**config.mk**
```make
export PLATFORM = sky130hd
export DESIGN_NAME = wdt_dual_clear
export DESIGN_NICKNAME = d
export VERILOG_FILES = /design/src/rtl/wdt_pkg.sv /design/src/rtl/wdt_clear_arbiter.sv /design/src/rtl/wdt_counter.sv /design/src/rtl/wdt_flags.sv /design/src/rtl/wdt_dual_clear.sv
export SDC_FILE = /design/constraint.sdc
export NUM_CORES = 1
export LEC_CHECK = 0
export BUFFER_PORTS_ARGS = -buffer_cell sky130_fd_sc_hd__buf_2
export CAP_MARGIN = 0
export CORE_AREA = 2 2 39 41
export CTS_BUF_LIST = sky130_fd_sc_hd__clkbuf_16
export DETAILED_ROUTE_END_ITERATION = 16
export DIE_AREA = 0 0 41 43
export GPL_ROUTABILITY_DRIVEN = 0
export GPL_TIMING_DRIVEN = 0
export PLACE_DENSITY = 0.71
export SLEW_MARGIN = 20
export SYNTH_ARGS = -nofsm -noshare
export SYNTH_HDL_FRONTEND = slang
export SYNTH_SLANG_ARGS = --single-unit
```
**constraint.sdc**
```tcl
create_clock -name clk -period 3.3 [get_ports clk]
set_input_delay 0.66 -clock clk [delete_from_list [all_inputs] [get_ports clk]]
set_output_delay 0.66 -clock clk [all_outputs]
set_load 0.02 [all_outputs]
```
**src/rtl/wdt_pkg.sv**
```systemverilog
package wdt_pkg;
  localparam int unsigned CNT_W_DEF = 8;

  typedef enum logic {
    CLR_MODE_SINGLE = 1'b0,
    CLR_MODE_PAIRED = 1'b1
  } clr_mode_e;
endpackage

```
**src/rtl/wdt_clear_arbiter.sv**
```systemverilog
module wdt_clear_arbiter
  import wdt_pkg::*;
(
  input  logic      clk,
  input  logic      rst_n,
  input  clr_mode_e mode,
  input  logic      clr_single,
  input  logic      pre_a,
  input  logic      pre_b,
  output logic      restart,
  output logic      seen_a_q,
  output logic      seen_b_q
);
  logic paired;
  logic have_a, have_b;

  assign paired = (mode == CLR_MODE_PAIRED);

  // A preclear counts only in paired mode; a held indicator counts as seen
  always_comb begin
    have_a  = seen_a_q | (paired & pre_a);
    have_b  = seen_b_q | (paired & pre_b);
    restart = paired ? (have_a & have_b) : clr_single;
  end

  always_ff @(posedge clk or negedge rst_n) begin
    if (!rst_n) begin
      seen_a_q <= 1'b0;
      seen_b_q <= 1'b0;
    end else if (restart) begin
      seen_a_q <= 1'b0;
      seen_b_q <= 1'b0;
    end else if (paired) begin
      if (pre_a) seen_a_q <= 1'b1;
      if (pre_b) seen_b_q <= 1'b1;
    end
  end

  // indicators never rise in single mode
  assert_single_no_ind_R5: assert property (@(posedge clk) disable iff (!rst_n)
    !paired |=> !$rose(seen_a_q) && !$rose(seen_b_q));
  // a repeated A with no B ever seen leaves A latched and B clear
  assert_repeat_no_swap_R8: assert property (@(posedge clk) disable iff (!rst_n)
    paired && pre_a && !pre_b && !seen_b_q |=> seen_a_q && !seen_b_q);
  // a restart drops both indicators
  assert_restart_drops_ind_R7: assert property (@(posedge clk) disable iff (!rst_n)
    restart |=> !seen_a_q && !seen_b_q);
endmodule

```
**src/rtl/wdt_counter.sv**
```systemverilog
module wdt_counter #(
  parameter int unsigned CNT_W = 8
) (
  input  logic             clk,
  input  logic             rst_n,
  input  logic             tick,
  input  logic             restart,
  output logic [CNT_W-1:0] count_q,
  output logic             wrap
);
  localparam logic [CNT_W-1:0] CNT_MAX = {CNT_W{1'b1}};

  assign wrap = tick & ~restart & (count_q == CNT_MAX);

  always_ff @(posedge clk or negedge rst_n) begin
    if (!rst_n)       count_q <= '0;
    else if (restart) count_q <= '0;
    else if (tick)    count_q <= count_q + 1'b1;
  end

  assert_step_R2: assert property (@(posedge clk) disable iff (!rst_n)
    tick && !restart && count_q != CNT_MAX |=> count_q == $past(count_q) + 1'b1);
  assert_hold_R2: assert property (@(posedge clk) disable iff (!rst_n)
    !tick && !restart |=> $stable(count_q));
  assert_restart_wins_R11: assert property (@(posedge clk) disable iff (!rst_n)
    restart |=> count_q == '0);
endmodule

```
**src/rtl/wdt_flags.sv**
```systemverilog
module wdt_flags (
  input  logic clk,
  input  logic rst_n,
  input  logic restart,
  input  logic wrap,
  input  logic halt,
  output logic to_q,
  output logic pdf_q,
  output logic rst_req_q
);
  always_ff @(posedge clk or negedge rst_n) begin
    if (!rst_n) begin
      to_q      <= 1'b0;
      pdf_q     <= 1'b0;
      rst_req_q <= 1'b0;
    end else begin
      rst_req_q <= wrap;
      if (restart)   to_q <= 1'b0;
      else if (wrap) to_q <= 1'b1;
      if (halt)         pdf_q <= 1'b1;
      else if (restart) pdf_q <= 1'b0;
    end
  end

  assert_req_one_cycle_R3: assert property (@(posedge clk) disable iff (!rst_n)
    rst_req_q |=> !rst_req_q);
  assert_halt_sets_pdf_R10: assert property (@(posedge clk) disable iff (!rst_n)
    halt |=> pdf_q);
  assert_restart_clears_to_R4: assert property (@(posedge clk) disable iff (!rst_n)
    restart |=> !to_q);
endmodule

```
**src/rtl/wdt_dual_clear.sv**
```systemverilog
module wdt_dual_clear
  import wdt_pkg::*;
#(
  parameter int unsigned CNT_W = CNT_W_DEF
) (
  input  logic             clk,
  input  logic             rst_n,
  input  logic             dual_mode_i,
  input  logic             clr_single_i,
  input  logic             preclr_a_i,
  input  logic             preclr_b_i,
  input  logic             tick_i,
  input  logic             halt_i,
  output logic [CNT_W-1:0] count_o,
  output logic             to_flag_o,
  output logic             pdf_flag_o,
  output logic             rst_req_o,
  output logic             pre_a_o,
  output logic             pre_b_o
);
  clr_mode_e mode;
  logic      restart;
  logic      wrap;

  assign mode = dual_mode_i ? CLR_MODE_PAIRED : CLR_MODE_SINGLE;

  wdt_clear_arbiter u_arb (
    .clk       (clk),
    .rst_n     (rst_n),
    .mode      (mode),
    .clr_single(clr_single_i),
    .pre_a     (preclr_a_i),
    .pre_b     (preclr_b_i),
    .restart   (restart),
    .seen_a_q  (pre_a_o),
    .seen_b_q  (pre_b_o)
  );

  wdt_counter #(.CNT_W(CNT_W)) u_cnt (
    .clk    (clk),
    .rst_n  (rst_n),
    .tick   (tick_i),
    .restart(restart),
    .count_q(count_o),
    .wrap   (wrap)
  );

  wdt_flags u_flags (
    .clk      (clk),
    .rst_n    (rst_n),
    .restart  (restart),
    .wrap     (wrap),
    .halt     (halt_i),
    .to_q     (to_flag_o),
    .pdf_q    (pdf_flag_o),
    .rst_req_q(rst_req_o)
  );

  // a reset request comes with the time-out flag and a zero count
  assert_req_with_to_R3: assert property (@(posedge clk) disable iff (!rst_n)
    rst_req_o |-> to_flag_o && count_o == '0);
  // in paired mode a single clear alone leaves the flags alone
  assert_paired_ignores_single_R9: assert property (@(posedge clk) disable iff (!rst_n)
    dual_mode_i && clr_single_i && !preclr_a_i && !preclr_b_i && !halt_i && !tick_i
    |=> $stable(to_flag_o) && $stable(pdf_flag_o) && $stable(count_o));
endmodule

```
After elaboration in Yosys (flattened, before gate mapping)
Cells that the tools add are included.
{"block": "word_totals", "regBits": 13, "latch_bits": 0, "ramBits": 0, "romBits": 0, "inputBits": 8, "out_inout_bits": 13, "elab_cells": 38, "n_memories": 0}
{"block": "classes", "add_sub_neg": 1, "mul": 0, "n_div": 0, "magnitude_cmp": 0, "n_eq_ne": 1, "shifts": 0, "mux": 14, "bitwise": 8, "n_reduce_logical": 8}
{"operator": "8-bit two-way mux", "count": 2}
{"operator": "1-bit two-way mux", "count": 12}
{"operator": "2-bit nonzero test", "count": 6}
{"operator": "8-bit by 1-bit adder with 8-bit output (second input constant)", "count": 1}
{"operator": "8-bit == test (second input constant)", "count": 1}
{"operator": "1-bit AND", "count": 5}
{"operator": "2-bit AND reduction", "count": 2}
{"operator": "1-bit OR", "count": 2}
{"operator": "1-bit NOT", "count": 1}

Logic depth before layout (Yosys ltp)
{"block": "depth", "depth_word": 10, "ltp_mapped": 4, "depth_no_buf": 4}

Cells and area by module
From an unflattened synthesis, not the netlist that was laid out.
{"block": "hier_totals", "hier_cells": 58, "area_unflattened_um2": 623.1}
{"mod": "wdt_counter", "instances": 1, "cells_per_inst": 39, "area_each_um2": 404.1, "seq_area_each_um2": 200.2}
{"mod": "wdt_clear_arbiter", "instances": 1, "cells_per_inst": 12, "area_each_um2": 125.1, "seq_area_each_um2": 50.0}
{"mod": "wdt_flags", "instances": 1, "cells_per_inst": 7, "area_each_um2": 93.8, "seq_area_each_um2": 75.1}

Worst setup path after synthesis
Ideal clock, no wire load.
{"block": "synth_timing", "path_kind": "in2reg", "from": "in tick_i", "to": "reg u_flags.to_q", "setup_time_ns": 0.078, "t_arrival_ns": 1.446, "setup_slack_ns": 1.775, "path_stages": 4, "path_cell_list": "buf_4 > nand4_1 > or3_1 > a21oi_1"}
{"block": "synth_between", "elab_chain_len": 3}
{"element": "start, declared", "line": "wdt_dual_clear.sv:12", "rtl": "input logic tick_i,"}
{"element": "1-bit AND (2 in a row)", "line": "wdt_counter.sv:13", "rtl": "assign wrap = tick & ~restart & (count_q == CNT_MAX);"}
{"element": "2-bit nonzero test (no source line)"}
{"element": "end signal, assigned", "line": "wdt_flags.sv:13", "rtl": "to_q <= 1'b0;"}
{"element": "end signal, assigned", "line": "wdt_flags.sv:18", "rtl": "if (restart) to_q <= 1'b0;"}
{"element": "end signal, assigned", "line": "wdt_flags.sv:19", "rtl": "else if (wrap) to_q <= 1'b1;"}
{"element": "end, declared", "line": "wdt_flags.sv:7", "rtl": "output logic to_q,"}
No other way between the ends.
A chain may end at the register's enable or synchronous reset.

Worst setup path in the final report
{"block": "layout_timing", "from": "in dual_mode_i", "to": "reg u_cnt.count_q[3]"}
{"block": "layout_between", "elab_chain_len": 6}
{"element": "start, declared", "line": "wdt_dual_clear.sv:8", "rtl": "input logic dual_mode_i,"}
{"element": "1-bit two-way mux *", "line": "wdt_dual_clear.sv:25", "rtl": "assign mode = dual_mode_i ? CLR_MODE_PAIRED : CLR_MODE_SINGLE;"}
{"element": "1-bit AND (on tied branches)", "line": "wdt_clear_arbiter.sv:21, wdt_clear_arbiter.sv:22"}
{"element": "1-bit OR (on tied branches)", "line": "wdt_clear_arbiter.sv:21, wdt_clear_arbiter.sv:22"}
{"element": "1-bit AND", "line": "wdt_clear_arbiter.sv:23", "rtl": "restart = paired ? (have_a & have_b) : clr_single;"}
{"element": "1-bit two-way mux *", "line": "wdt_clear_arbiter.sv:23"}
{"element": "8-bit two-way mux / 2-bit nonzero test (equally long branches)"}
{"element": "end signal, assigned", "line": "wdt_counter.sv:18", "rtl": "else if (tick) count_q <= count_q + 1'b1;"}
{"element": "end, declared", "line": "wdt_counter.sv:8", "rtl": "output logic [CNT_W-1:0] count_q,"}
Mark *: on every way between the ends. The rest lies on a longest branch, timed or not.

==> impl_metrics.ini <==
[run_status]
status = finished, final reports clean

[synthesis]
syn_area_per_cell_um2 = 9.97
yosys.area.top_type = dfrtp_1
synth-adder-area-share = 0.0216
async_flop_share = 1.00
ys_ff_latch = 13
syn_nets = 67
synth_top_family_by_area = simple AND/OR/NAND/NOR gates
syn_inst = 58
yosys-top-cells-area = dfrtp_1 (56%), a21oi_1 (5.2%), nor2_1 (4.5%), xor2_1 (4.5%), o21ai_0 (3.5%)
synth_compound_area_frac = 0.128
synth_common_cells = dfrtp_1 (13), nor2_1 (7), a21oi_1 (6)
ys_seq_area_frac = 0.563
yosysUniqueCellTypes = 19
synth_xor_area_frac = 0.0606
yosys.area_share.simple = 0.158
ys.warnings.count = 0
synth_ff_type = dfrtp_1
muxShareOfSynthArea = 0.0173
syn_area_um2 = 578
yosysTopAreaCellShare = 0.563
yosysMostFrequentCell = dfrtp_1
synth-edff-count = 0

[cts]
cts_root_buf = clkbuf_16
clk_latency_ps = 240
cts_resized = 0
holdBufCountCts = 0
postCtsSetupRepairBufs = 0
clk_pin_slew_ps = 40
cts.sinks = 13
cts_tree = yes
clk_path_buf_depth = 2
cts_buffers = 3
htreeDepth = 1

[routing]
ant_nets = 0
dr.max_layer_used = met4
drc = 0
firstDrtPassIters = 4
num_vias = 501
wl_per_cell_um = 11.1
detail_route.vias_per_cell = 5.16
first_iter_violations = 9
wirelength_mm = 1.08
route.met3.wl_um = 55
m1WireLength_um = 519
met2RoutedLength_um = 490

[place]
place_area_um2 = 693
hpwl_um = 784
io_buffer_count = 19

[sta]
hold_viol_final = 0
slew-limit-headroom = 0.693
tightest_slew_ps = 455
max_freq_mhz = 635
min_period_ps = 1580
min_period_over_period = 0.478
fin_tns_setup_ps = 0
finalClockSkew_ps = 0.721
slew_violations = 0
finalSetupViolations = 0
rsz0062_at_grt = no

[run]
cap_violations = 0

[global_routing]
grt_max_degree = 14
grt_pass1_wl_mm = 1.78
overflow = 0
track_usage = 0.152
grt_pass1_vias = 419
antenna_found_initial = 0

[cells_and_area]
area_growth_pct = 33.8
drive_above_1_share = 0.296
diodes = 0
finalNetCount = 91
final_area_um2 = 773

[setup_path]
crit_arrival_ps = 1680
worst_setup_path_end_kind = register
cp-start-kind = input pin
critPathMaxFanout = 10
cp.required_ps = 3410
critPathKind = in -> reg

[floorplan]
die_h_um = 43
die_width_um = 41
rows = 14
io_pins = 21
die_area_um2 = 1760
design.core.area_um2 = 1380
initial_core_util = 0.418

[power_and_ir_drop]
p_leak_uw = 0.000392
power.total_uw = 466
p_per_area_nw_per_um2 = 603
vdd_ir_drop_max_mv = 0.308

[worst_hold_path]
hp-class = in -> async
## power breakdown
group	switching (uW)	leakage (uW)	total (uW)	internal, uW
combinational	37.3	0.000178	59.3	22.0
sequential	11.5	0.000173	182	171
clock	64.2	0.0000409	225	161
## stage by stage
step           setup slack [ps]  instances  hold WS [ps]  utilization
2_1_floorplan              1780         58           364            -
3_3_place_gp               1490         93           498        0.501
4_1_cts                    1690         97           309        0.559
5_1_grt                    1600         97           320        0.559
3_5_place_dp               1440         93           503        0.501
6_report                   1720         97           300        0.559
## per-layer routing
metal  vias up  track usage
met5         -            0
met4         0       0.0800
met3         2       0.0471
met2        17        0.219
met1       238        0.197
li1        244            -
## cell usage in the layout (no fill, tap or decap)
cell,Yosys,routed
dfrtp_1,13,13
a21oi_1,6,6
o221ai_1,1,1
o21ai_0,4,4
or4_1,1,1
xor2_1,3,3
mux2i_1,1,1
buf_4,1,1
or3_1,3,3
nand2_1,3,3
o21bai_1,1,1
clkbuf_16,0,3
nor2_1,7,7
ha_1,1,1
inv_1,5,5
clkbuf_1,1,1
clkinv_2,0,1
nand4_1,2,2
o31ai_1,1,1
xnor2_1,1,1
nand3_1,3,3
buf_2,0,19
## state kept, by name, indices dropped and copies added (netlist names)
register,cells
u_flags.pdf_q,1
u_arb.seen_a_q,1
u_flags.rst_req_q,1
u_flags.to_q,1
u_arb.seen_b_q,1
u_cnt.count_q,8
## cell type report
cell class	count	area [um^2]
Buffer	2	11.3
Clock buffer	3	75.1
Clock inverter	1	5.00
Fill cell	136	611
Inverter	5	18.8
Multi-Input combinational cell	38	223
Sequential cell	13	325
Tap cell	16	20.0
Timing Repair Buffer	19	95.1
## final timing paths
check | from | endpoint | slack [ps] | depth (start not counted)
worst max-delay path | dual_mode_i | u_cnt.count_q[3]$_DFFE_PN0P_ | 1720 | 4
worst min-delay path | rst_n | u_flags.pdf_q$_DFFE_PN0P_ | 300 | 1
worst max register to register | u_cnt.count_q[0]$_DFFE_PN0P_ | u_flags.to_q$_DFFE_PN0P_ | 1870 | 4
worst min register to register | u_flags.to_q$_DFFE_PN0P_ | u_flags.to_q$_DFFE_PN0P_ | 500 | 2
max in group asynchronous | rst_n | u_cnt.count_q[1]$_DFFE_PN0P_ | 2770 | 1
min in group clk | u_flags.to_q$_DFFE_PN0P_ | u_flags.to_q$_DFFE_PN0P_ | 500 | 2
## cells by family (layout without fill, tap and decap cells)
| kind of cell | count (synthesis) | after routing |
|---|---|---|
| fa+ha+maj | 1 | 1 |
| simple gates | 19 | 19 |
| xor+xnor | 4 | 4 |
| flops | 13 | 13 |
| compound gates | 13 | 13 |
| mux | 1 | 1 |
| buf+inv | 7 | 30 |
## worst max-delay path: stages
cell	delay, ps
buf_2	120
o21ai_0	390
clkbuf_1	410
nor2_1	100
Note: power is estimated with default switching activity, not from simulation.
